[src/rtl/xlate_pkg.sv]
package xlate_pkg;

    typedef enum logic [1:0] {
        ACC_READ  = 2'b00,
        ACC_WRITE = 2'b01,
        ACC_EXEC  = 2'b10,
        ACC_BAD   = 2'b11
    } acc_kind_e;

    typedef enum logic [1:0] {
        RGT_RO  = 2'b00,
        RGT_RW  = 2'b01,
        RGT_XO  = 2'b10,
        RGT_RSV = 2'b11
    } rights_e;

    typedef enum logic [1:0] {
        FLT_NONE = 2'b00,
        FLT_PAGE = 2'b01,
        FLT_PROT = 2'b10
    } fault_e;

    typedef enum logic [1:0] {
        WK_IDLE  = 2'b00,
        WK_FETCH = 2'b01,
        WK_WAIT  = 2'b10
    } walk_state_e;

    // Table word field positions (decoded by the top module)
    localparam int PTE_VALID_BIT = 0;
    localparam int PTE_RGT_LO    = 1;
    localparam int PTE_KERN_BIT  = 3;
    localparam int PTE_PPN_LO    = 4;

    // Shared rights check used by both the hit path and the walk path
    function automatic fault_e check_access(rights_e rgt, logic kern_only,
                                            logic user, acc_kind_e kind);
        logic ok;
        case (kind)
            ACC_READ:  ok = (rgt == RGT_RO) || (rgt == RGT_RW);
            ACC_WRITE: ok = (rgt == RGT_RW);
            ACC_EXEC:  ok = (rgt == RGT_XO);
            default:   ok = 1'b0;
        endcase
        if (kern_only && user) ok = 1'b0;
        return ok ? FLT_NONE : FLT_PROT;
    endfunction

endpackage

[src/rtl/xlate_tlb.sv]
module xlate_tlb
    import xlate_pkg::*;
#(
    parameter int VPN_W   = 8,
    parameter int PPN_W   = 6,
    parameter int ENTRIES = 4
) (
    input  logic             clk,
    input  logic             rst,
    input  logic             flush,
    input  logic [VPN_W-1:0] lk_vpn,
    output logic             lk_hit,
    output rights_e          lk_rgt,
    output logic             lk_kern,
    output logic [PPN_W-1:0] lk_ppn,
    input  logic             fill_en,
    input  logic [VPN_W-1:0] fill_vpn,
    input  rights_e          fill_rgt,
    input  logic             fill_kern,
    input  logic [PPN_W-1:0] fill_ppn
);

    localparam int IDX_W = (ENTRIES > 1) ? $clog2(ENTRIES) : 1;
    localparam logic [IDX_W-1:0] LAST_IDX = IDX_W'(ENTRIES - 1);

    typedef struct packed {
        logic [VPN_W-1:0] tag;
        rights_e          rgt;
        logic             kern;
        logic [PPN_W-1:0] ppn;
    } slot_t;

    slot_t              slots [ENTRIES];
    logic [ENTRIES-1:0] vld;
    logic [ENTRIES-1:0] match;
    logic [IDX_W-1:0]   ptr;

    generate
        for (genvar g = 0; g < ENTRIES; g++) begin : g_cmp
            assign match[g] = vld[g] && (slots[g].tag == lk_vpn);
        end
    endgenerate

    always_comb begin
        lk_hit  = |match;
        lk_rgt  = RGT_RO;
        lk_kern = 1'b0;
        lk_ppn  = '0;
        for (int i = 0; i < ENTRIES; i++) begin
            if (match[i]) begin
                lk_rgt  = slots[i].rgt;
                lk_kern = slots[i].kern;
                lk_ppn  = slots[i].ppn;
            end
        end
    end

    always_ff @(posedge clk) begin
        if (rst) begin
            vld <= '0;
            ptr <= '0;
        end else if (flush) begin
            vld <= '0;
        end else if (fill_en) begin
            vld[ptr]        <= 1'b1;
            slots[ptr].tag  <= fill_vpn;
            slots[ptr].rgt  <= fill_rgt;
            slots[ptr].kern <= fill_kern;
            slots[ptr].ppn  <= fill_ppn;
            ptr             <= (ptr == LAST_IDX) ? '0 : ptr + 1'b1;
        end
    end

endmodule

[src/rtl/xlate_walker.sv]
module xlate_walker
    import xlate_pkg::*;
#(
    parameter int VPN_W = 8,
    parameter int TA_W  = 10,
    parameter int PTE_W = 16
) (
    input  logic             clk,
    input  logic             rst,
    input  logic             start,
    input  logic [VPN_W-1:0] start_vpn,
    input  logic [TA_W-1:0]  table_base,
    output logic             busy,
    output logic             mem_rd_req,
    output logic [TA_W-1:0]  mem_rd_addr,
    input  logic             mem_rd_valid,
    input  logic [PTE_W-1:0] mem_rd_data,
    output logic             pte_done,
    output logic [PTE_W-1:0] pte_word
);

    walk_state_e     state;
    logic [TA_W-1:0] addr_q;

    always_ff @(posedge clk) begin
        if (rst) begin
            state  <= WK_IDLE;
            addr_q <= '0;
        end else begin
            case (state)
                WK_IDLE: if (start) begin
                    addr_q <= table_base + TA_W'(start_vpn);
                    state  <= WK_FETCH;
                end
                WK_FETCH: state <= WK_WAIT;
                WK_WAIT:  if (mem_rd_valid) state <= WK_IDLE;
                default:  state <= WK_IDLE;
            endcase
        end
    end

    assign busy        = (state != WK_IDLE);
    assign mem_rd_req  = (state == WK_FETCH);
    assign mem_rd_addr = addr_q;
    assign pte_done    = (state == WK_WAIT) && mem_rd_valid;
    assign pte_word    = mem_rd_data;

endmodule

[src/rtl/addr_xlate_unit.sv]
module addr_xlate_unit
    import xlate_pkg::*;
#(
    parameter int VA_W        = 14,
    parameter int PA_W        = 12,
    parameter int PAGE_BYTES  = 64,
    parameter int TLB_ENTRIES = 4,
    parameter int PTE_W       = 16,
    parameter int TA_W        = 10
) (
    input  logic            clk,
    input  logic            rst,
    input  logic            flush,
    input  logic [TA_W-1:0] table_base,
    input  logic            req_valid,
    output logic            req_ready,
    input  logic [VA_W-1:0] req_vaddr,
    input  logic [1:0]      req_kind,
    input  logic            req_user,
    output logic            rsp_done,
    output logic [1:0]      rsp_fault,
    output logic [PA_W-1:0] rsp_paddr,
    output logic            mem_rd_req,
    output logic [TA_W-1:0] mem_rd_addr,
    input  logic            mem_rd_valid,
    input  logic [PTE_W-1:0] mem_rd_data
);

    localparam int OFF_W = $clog2(PAGE_BYTES);
    localparam int VPN_W = VA_W - OFF_W;
    localparam int PPN_W = PA_W - OFF_W;

    logic             accept, walk_busy, hit_sel;
    logic [VPN_W-1:0] req_vpn, vpn_q;
    logic [OFF_W-1:0] req_off, off_q;
    acc_kind_e        kind_q;
    logic             user_q;

    logic             tlb_hit, tlb_kern;
    rights_e          tlb_rgt;
    logic [PPN_W-1:0] tlb_ppn;

    logic             pte_done;
    logic [PTE_W-1:0] pte_word;
    logic             pte_v, pte_kern;
    rights_e          pte_rgt;
    logic [PPN_W-1:0] pte_ppn;

    // selected operands for the single shared rights check
    rights_e          s_rgt;
    logic             s_kern, s_user, s_valid;
    acc_kind_e        s_kind;
    logic [PPN_W-1:0] s_ppn;
    logic [OFF_W-1:0] s_off;
    fault_e           nxt_fault;
    logic             rsp_fire;

    assign req_ready = !walk_busy;
    assign accept    = req_valid && req_ready;
    assign req_vpn   = req_vaddr[VA_W-1:OFF_W];
    assign req_off   = req_vaddr[OFF_W-1:0];
    assign hit_sel   = accept && tlb_hit;

    assign pte_v    = pte_word[PTE_VALID_BIT];
    assign pte_rgt  = rights_e'(pte_word[PTE_RGT_LO +: 2]);
    assign pte_kern = pte_word[PTE_KERN_BIT];
    assign pte_ppn  = pte_word[PTE_PPN_LO +: PPN_W];

    xlate_tlb #(
        .VPN_W  (VPN_W),
        .PPN_W  (PPN_W),
        .ENTRIES(TLB_ENTRIES)
    ) u_tlb (
        .clk      (clk),
        .rst      (rst),
        .flush    (flush),
        .lk_vpn   (req_vpn),
        .lk_hit   (tlb_hit),
        .lk_rgt   (tlb_rgt),
        .lk_kern  (tlb_kern),
        .lk_ppn   (tlb_ppn),
        .fill_en  (pte_done && pte_v),
        .fill_vpn (vpn_q),
        .fill_rgt (pte_rgt),
        .fill_kern(pte_kern),
        .fill_ppn (pte_ppn)
    );

    xlate_walker #(
        .VPN_W(VPN_W),
        .TA_W (TA_W),
        .PTE_W(PTE_W)
    ) u_walk (
        .clk         (clk),
        .rst         (rst),
        .start       (accept && !tlb_hit),
        .start_vpn   (req_vpn),
        .table_base  (table_base),
        .busy        (walk_busy),
        .mem_rd_req  (mem_rd_req),
        .mem_rd_addr (mem_rd_addr),
        .mem_rd_valid(mem_rd_valid),
        .mem_rd_data (mem_rd_data),
        .pte_done    (pte_done),
        .pte_word    (pte_word)
    );

    always_ff @(posedge clk) begin
        if (rst) begin
            vpn_q  <= '0;
            off_q  <= '0;
            kind_q <= ACC_READ;
            user_q <= 1'b0;
        end else if (accept) begin
            vpn_q  <= req_vpn;
            off_q  <= req_off;
            kind_q <= acc_kind_e'(req_kind);
            user_q <= req_user;
        end
    end

    always_comb begin
        if (hit_sel) begin
            s_valid = 1'b1;
            s_rgt   = tlb_rgt;
            s_kern  = tlb_kern;
            s_ppn   = tlb_ppn;
            s_user  = req_user;
            s_kind  = acc_kind_e'(req_kind);
            s_off   = req_off;
        end else begin
            s_valid = pte_v;
            s_rgt   = pte_rgt;
            s_kern  = pte_kern;
            s_ppn   = pte_ppn;
            s_user  = user_q;
            s_kind  = kind_q;
            s_off   = off_q;
        end
        nxt_fault = s_valid ? check_access(s_rgt, s_kern, s_user, s_kind) : FLT_PAGE;
    end

    assign rsp_fire = hit_sel || pte_done;

    always_ff @(posedge clk) begin
        if (rst) begin
            rsp_done  <= 1'b0;
            rsp_fault <= FLT_NONE;
            rsp_paddr <= '0;
        end else begin
            rsp_done <= rsp_fire;
            if (rsp_fire) begin
                rsp_fault <= nxt_fault;
                rsp_paddr <= (nxt_fault == FLT_NONE) ? {s_ppn, s_off} : '0;
            end
        end
    end

endmodule

[config.mk]
export PLATFORM = sky130hd
export DESIGN_NAME = addr_xlate_unit
export DESIGN_NICKNAME = d
export VERILOG_FILES = /design/src/rtl/xlate_pkg.sv /design/src/rtl/xlate_tlb.sv /design/src/rtl/xlate_walker.sv /design/src/rtl/addr_xlate_unit.sv
export SDC_FILE = /design/constraint.sdc
export NUM_CORES = 1
export LEC_CHECK = 0
export ABC_AREA = 1
export BUFFER_PORTS_ARGS = -buffer_cell sky130_fd_sc_hd__buf_4
export CAP_MARGIN = 20
export CORE_MARGIN = 2
export CORE_UTILIZATION = 27
export CTS_BUF_LIST = sky130_fd_sc_hd__clkbuf_4 sky130_fd_sc_hd__clkbuf_8 sky130_fd_sc_hd__clkbuf_16
export CTS_CLUSTER_SIZE = 40
export DETAILED_ROUTE_END_ITERATION = 10
export PLACE_DENSITY = 0.51
export SYNTH_ARGS = -nofsm -noshare
export SYNTH_HDL_FRONTEND = slang
export SYNTH_HIERARCHICAL = 1
export SYNTH_SLANG_ARGS = --single-unit
export TNS_END_PERCENT = 30
[constraint.sdc]
create_clock -name clk -period 5.35 [get_ports clk]
set_input_delay 0.2675 -clock clk [delete_from_list [all_inputs] [get_ports clk]]
set_output_delay 0.2675 -clock clk [all_outputs]
set_load 0.02 [all_outputs]
==> impl_metrics.env, run 1 <==
export IMPL_status="completed"
export IMPL_h_tree_depth=4
export IMPL_route_vias_total=4700
export IMPL_cts_tree="done"
export IMPL_hp_class="primary input to flip-flop"
export IMPL_slew_headroom_pct=31.86
export IMPL_synthCells=740
export IMPL_finalWirelength_um=15000
export IMPL_cts_setup_buffers=0
export IMPL_diodes=0
export IMPL_power_mw=2.282
export IMPL_final_antenna_net_count=0
export IMPL_initial_core_util_pct=27.22
export IMPL_globalplace_congestion=0.7735
export IMPL_first_iter_violations=232
export IMPL_ioPinCount=75
export IMPL_cp_data_arrival_time_ps=3550
export IMPL_cts_resized=0
export IMPL_core_area_sq_um=22430
export IMPL_clock_sinks=118
export IMPL_crit_chain="nand2_1 > nand2_1 > nor3_1 > nand3_1 > nor2_2 > nor2_1 > nand3_1 > nand3_2 > nand2_1 > nand2_1 > o21ai_0"
export IMPL_area_growth_synth_to_final_pct=20.12
export IMPL_end_kind="flip-flop"
export IMPL_cts_hold_fix_buffers=0
export IMPL_critical_path_max_stage_delay_ps=680
export IMPL_nFillCells=2384
export IMPL_fmax_ghz=0.3109
export IMPL_critPathSlowestCell="nand2_1"
export IMPL_setup_tns_final_ps=0
export IMPL_p_leak_nw=3.372
export IMPL_drc_errors=0
export IMPL_clock_skew_ps=9.395
export IMPL_cp_data_required_time_ps=5680
export IMPL_startpoint_type="flip-flop"
export IMPL_fin_crit_ps=3216
export IMPL_cts_path_max_buffers=2
export IMPL_num_rows=55
export IMPL_vias_per_cell=4.265
export IMPL_dieWidth_um=154.4
export IMPL_root_buffer="clkbuf_16"
export IMPL_fp_dieH_um=154.4
export IMPL_final_layout_size_suffix_gt1_share_pct=21.66
export IMPL_peakVddDrop_mv=0.1893
export IMPL_critPathMaxFanout=29
export IMPL_syn_num_nets=801
export IMPL_grt_use_total_pct=13.25
export IMPL_firstDrtPassIters=4
export IMPL_grt_pass1_wl_um=24340
export IMPL_avgSynthCellArea_sq_um=8.253
export IMPL_clkLatencyLatePin_ps=410
export IMPL_overflow=0
export IMPL_cp_common_cell="nand2_1"
export IMPL_cts_buffers=17
export IMPL_slew_viol_final=0
export IMPL_final_nets=865
export IMPL_grt_max_degree=30
export IMPL_yosysWarnings=6
export IMPL_antenna_found_initial=0
export IMPL_worst_setup_path_type="flip-flop to flip-flop"
export IMPL_synth_area_sq_um=6107
export IMPL_path_clk_slew_ps=50
export IMPL_hpwl_um=10670
export IMPL_fp_dieArea_sq_um=23840
export IMPL_finalCritPeriodShare_pct=60.12
export IMPL_cap_violations=0
export IMPL_grt_setup_unrepaired="no"
export IMPL_tightestPinTransition_ps=1018
export IMPL_setup_viol_count_final=0
export IMPL_grt_pass1_vias=4619
export IMPL_power_density_nw_per_um2=311.1
export IMPL_io_buffers=68
export IMPL_hold_viol_final=0
export IMPL_post_drt_wl_per_cell_um=13.61
==> critical path, delay by kind of cell (launching register included) <==
kind,cells,cell delay (ps)
AND/OR/NAND/NOR,10,2530
flip-flops,1,420
AO/OA/AOI/OAI,1,180
==> stage by stage <==
stage	hold slack, ps	setup WS, ps	instances	cell area, sq um	util, %
2_1_floorplan	346.0	3130	740	6107	-
3_3_place_gp	435.4	2173	1070	6788	30.26
3_5_place_dp	443.7	2105	1070	6788	30.26
4_1_cts	61.68	2150	1102	7336	32.70
5_1_grt	57.16	1810	1102	7336	32.70
6_report	74.27	2134	1102	7336	32.70
==> layer usage <==
| layer | share of wire, % | track usage [%] | vias to the layer above | wire, um |
|---|---|---|---|---|
| li1 | - | - | 2473 | - |
| met1 | 48 | 17.40 | 2121 | 7251 |
| met2 | 47 | 21.80 | 85 | 6988 |
| met3 | 3.5 | 2.942 | 21 | 526 |
| met4 | 1.6 | 4.233 | 0 | 238 |
| met5 | 0 | 0 | - | 0 |
==> final timing paths <==
kind                                start                           to  slack [ps]  cells after the start
max          u_tlb/slots[3][15]$_DFFE_PP_    rsp_fault[1]$_SDFFE_PP0P_        2130                     11
min                        mem_rd_data[3]  u_tlb/slots[1][6]$_DFFE_PP_          70                      1
max reg2reg  u_tlb/slots[3][15]$_DFFE_PP_    rsp_fault[1]$_SDFFE_PP0P_        2130                     11
min reg2reg         off_q[3]$_SDFFE_PP0N_        off_q[3]$_SDFFE_PP0N_         450                      2
==> where the power goes <==
group	switching (mW)	internal (mW)	leakage (nW)	total (mW)
combinational	0.145	0.0851	2.06	0.230
sequential	0.0165	0.988	1.03	1.00
clock	0.395	0.652	0.286	1.05
==> flip-flops by register name, summed over array words and instances, names as in the netlist <==
register and cells:
u_tlb/ptr 2, kind_q 2, u_walk/mem_rd_addr 10, rsp_done 1
u_walk/state 2, vpn_q 8, off_q 6, u_tlb/vld 4
rsp_fault 2, u_tlb/slots 68, rsp_paddr 12, user_q 1
==> layout make-up <==
class / count / area [sq um] / share of cell area (%)
clock inverter: 9 / 47.55 / 0.6481
tap: 285 / 356.6 / 4.861
sequential: 118 / 3043 / 41.48
timing repair buffer: 72 / 540.5 / 7.368
multi-input combinational: 488 / 2446 / 33.34
clock buffer: 23 / 500.5 / 6.822
inverter: 107 / 401.6 / 5.475
==> layout by cell type, fill, tap and decap left out, types with 2 or more instances in the layout <==
cell / instances
nand2_1: 179
nor2_1: 109
inv_1: 88
buf_4: 72
edfxtp_1: 68
dfxtp_1: 50
nand3_1: 43
o21ai_0: 29
a21oi_1: 22
inv_2: 18
clkbuf_16: 18
nand2_2: 17
nor2_2: 13
ha_1: 12
a21oi_2: 9
clkinv_2: 7
xor2_1: 7
nand3_2: 6
nand4_1: 6
o21ai_1: 4
o22ai_1: 4
nor2_4: 3
clkbuf_4: 3
xnor2_1: 3
nor3_1: 3
nand2_4: 2
clkbuf_8: 2
inv_4: 2
or2_1: 2
a211oi_1: 2
o21a_1: 2
Power figures use the tool's default switching activity.
==> run 2, diff against run 1 <==
--- a/config.mk
+++ b/config.mk
@@ -13,7 +13,7 @@
 export CTS_BUF_LIST = sky130_fd_sc_hd__clkbuf_4 sky130_fd_sc_hd__clkbuf_8 sky130_fd_sc_hd__clkbuf_16
 export CTS_CLUSTER_SIZE = 40
 export DETAILED_ROUTE_END_ITERATION = 10
-export PLACE_DENSITY = 0.51
+export PLACE_DENSITY = 0.53
 export SYNTH_ARGS = -nofsm -noshare
 export SYNTH_HDL_FRONTEND = slang
 export SYNTH_HIERARCHICAL = 1
==> constraint.sdc (replaced) <==
create_clock -name clk -period 2.61 [get_ports clk]
set_input_delay 0.1305 -clock clk [delete_from_list [all_inputs] [get_ports clk]]
set_output_delay 0.1305 -clock clk [all_outputs]
set_load 0.02 [all_outputs]
==> impl_metrics.env, run 2 (synthesis results as in run 1) <==
export IMPL_end_kind="flip-flop"
export IMPL_num_rows=55
export IMPL_pre_cts_ws_ps=288.5
export IMPL_globalplace_congestion=0.8103
export IMPL_firstDrtPassIters=7
export IMPL_startpoint_type="flip-flop"
export IMPL_area_growth_synth_to_final_pct=26.72
export IMPL_drc_errors=0
export IMPL_cap_violations=0
export IMPL_rr_worst_depth=13
export IMPL_peakVddDrop_mv=0.4246
export IMPL_hold_viol_final=0
export IMPL_cp_data_arrival_time_ps=2630
export IMPL_fmax_ghz=0.4310
export IMPL_power_density_nw_per_um2=657.9
export IMPL_initial_core_util_pct=27.22
export IMPL_worst_setup_path_type="flip-flop to flip-flop"
export IMPL_setup_tns_final_ps=0
export IMPL_largest_reg_flops=68
export IMPL_setup_viol_count_final=0
export IMPL_h_tree_depth=4
export IMPL_slew_headroom_pct=58.57
export IMPL_clock_skew_ps=9.705
export IMPL_first_iter_violations=207
export IMPL_overflow=0
export IMPL_crit_end="rsp_paddr[10]$_SDFFE_PP0P_"
export IMPL_antenna_found_initial=0
export IMPL_clock_sinks=118
export IMPL_route_vias_total=4810
export IMPL_finalCritPeriodShare_pct=88.90
export IMPL_rrSetupSlack_ps=290
export IMPL_mostFrequentLayoutCells="nand2_1, nor2_1, buf_4"
export IMPL_grt_max_degree=23
export IMPL_power_mw=5.091
export IMPL_grt_pass1_vias=4668
export IMPL_slew_viol_final=0
export IMPL_final_antenna_net_count=0
export IMPL_cts_resized=0
export IMPL_cts_tree="done"
export IMPL_critPathMaxFanout=20
export IMPL_io_buffers=68
export IMPL_fp_dieArea_sq_um=23840
export IMPL_diodes=0
export IMPL_dieWidth_um=154.4
export IMPL_fin_ws_ps=289.8
export IMPL_r2r_end="rsp_paddr[10]$_SDFFE_PP0P_"
export IMPL_fp_dieH_um=154.4
export IMPL_final_nets=899
export IMPL_cts_path_max_buffers=2
export IMPL_finalWirelength_um=15480
export IMPL_crit_start="u_tlb/slots[0][14]$_DFFE_PP_"
export IMPL_path_clk_slew_ps=50
export IMPL_vias_per_cell=4.234
export IMPL_ioPinCount=75
export IMPL_post_drt_wl_per_cell_um=13.62
export IMPL_fin_crit_ps=2320
export IMPL_nFillCells=2387
export IMPL_largest_register="u_tlb/slots"
export IMPL_hpwl_um=11190
export IMPL_cp_data_required_time_ps=2920
export IMPL_cts_hold_fix_buffers=16
export IMPL_cts_buffers=17
export IMPL_cts_setup_buffers=0
export IMPL_final_common_cell="nand2_1"
export IMPL_tightestPinTransition_ps=620.7
export IMPL_core_area_sq_um=22430
export IMPL_grt_setup_unrepaired="no"
export IMPL_hp_class="primary input to flip-flop"
export IMPL_p_leak_nw=3.565
export IMPL_status="completed"
export IMPL_grt_use_total_pct=13.61
export IMPL_root_buffer="clkbuf_16"
export IMPL_rr_startpoint="u_tlb/slots[0][14]$_DFFE_PP_"
export IMPL_clkLatencyLatePin_ps=420
export IMPL_final_layout_size_suffix_gt1_share_pct=22.91
export IMPL_grt_pass1_wl_um=24760
-- run 2: routing by layer --
| metal | up-vias | track usage, % | part of all wire, % | wire length (um) |
|---|---|---|---|---|
| met5 | - | 0 | 0 | 0 |
| met4 | 0 | 4.762 | 1.6 | 246 |
| met3 | 19 | 3.418 | 4.0 | 615 |
| met2 | 81 | 22.27 | 46 | 7183 |
| met1 | 2167 | 17.55 | 48 | 7430 |
| li1 | 2543 | - | - | - |
-- run 2: worst min path at each step --
stage	startpoint	endpoint	depth (start not counted)
2_1_floorplan	rst	u_tlb/ptr[0]$_SDFFE_PP0P_	1
3_3_place_gp	mem_rd_data[5]	u_tlb/slots[3][1]$_DFFE_PP_	1
3_5_place_dp	mem_rd_data[4]	u_tlb/slots[3][0]$_DFFE_PP_	1
4_1_cts	mem_rd_data[0]	rsp_fault[0]$_SDFFE_PP0P_	3
5_1_grt	mem_rd_valid	u_walk/state[1]$_SDFFE_PP0P_	3
6_report	mem_rd_data[0]	rsp_fault[0]$_SDFFE_PP0P_	3
-- run 2: critical path, cell delays in order (launching register included) --
cell and delay [ps]:
edfxtp_1 390, nand2_1 100, o21ai_1 80, inv_2 40, nand3_1 110, nor2_4 240
nand2_1 90, nand3_1 200, nand3_2 270, buf_4 300, o21ai_0 190, nor2_1 60
nand3_1 80, nand2_1 50
-- run 2: report_power, final --
group | internal, mW | total [mW] | switching, mW
clock network | 1.71 | 2.53 | 0.817
logic | 0.200 | 0.504 | 0.303
registers | 2.02 | 2.06 | 0.0344
-- run 2: area by class of cell --
cell class / instances / area (sq um) / area share [%]
inverters: 107 / 401.6 / 5.190
clock inverters: 8 / 146.4 / 1.892
repair buffers: 106 / 848.3 / 10.96
flip-flops and latches: 118 / 3043 / 39.32
clock buffers: 24 / 496.7 / 6.419
well taps: 285 / 356.6 / 4.608
multi-input cells: 488 / 2446 / 31.61
-- run 2: stage by stage --
step,cells,hold slack [ps],instance area (sq um),utilization (%)
after floorplan,740,209.0,6107,-
after global placement,1088,351.4,6935,30.91
after detailed placement,1088,351.1,6935,30.91
after CTS,1136,3.058,7739,34.50
after global routing,1136,19.40,7739,34.50
final,1136,16.27,7739,34.50
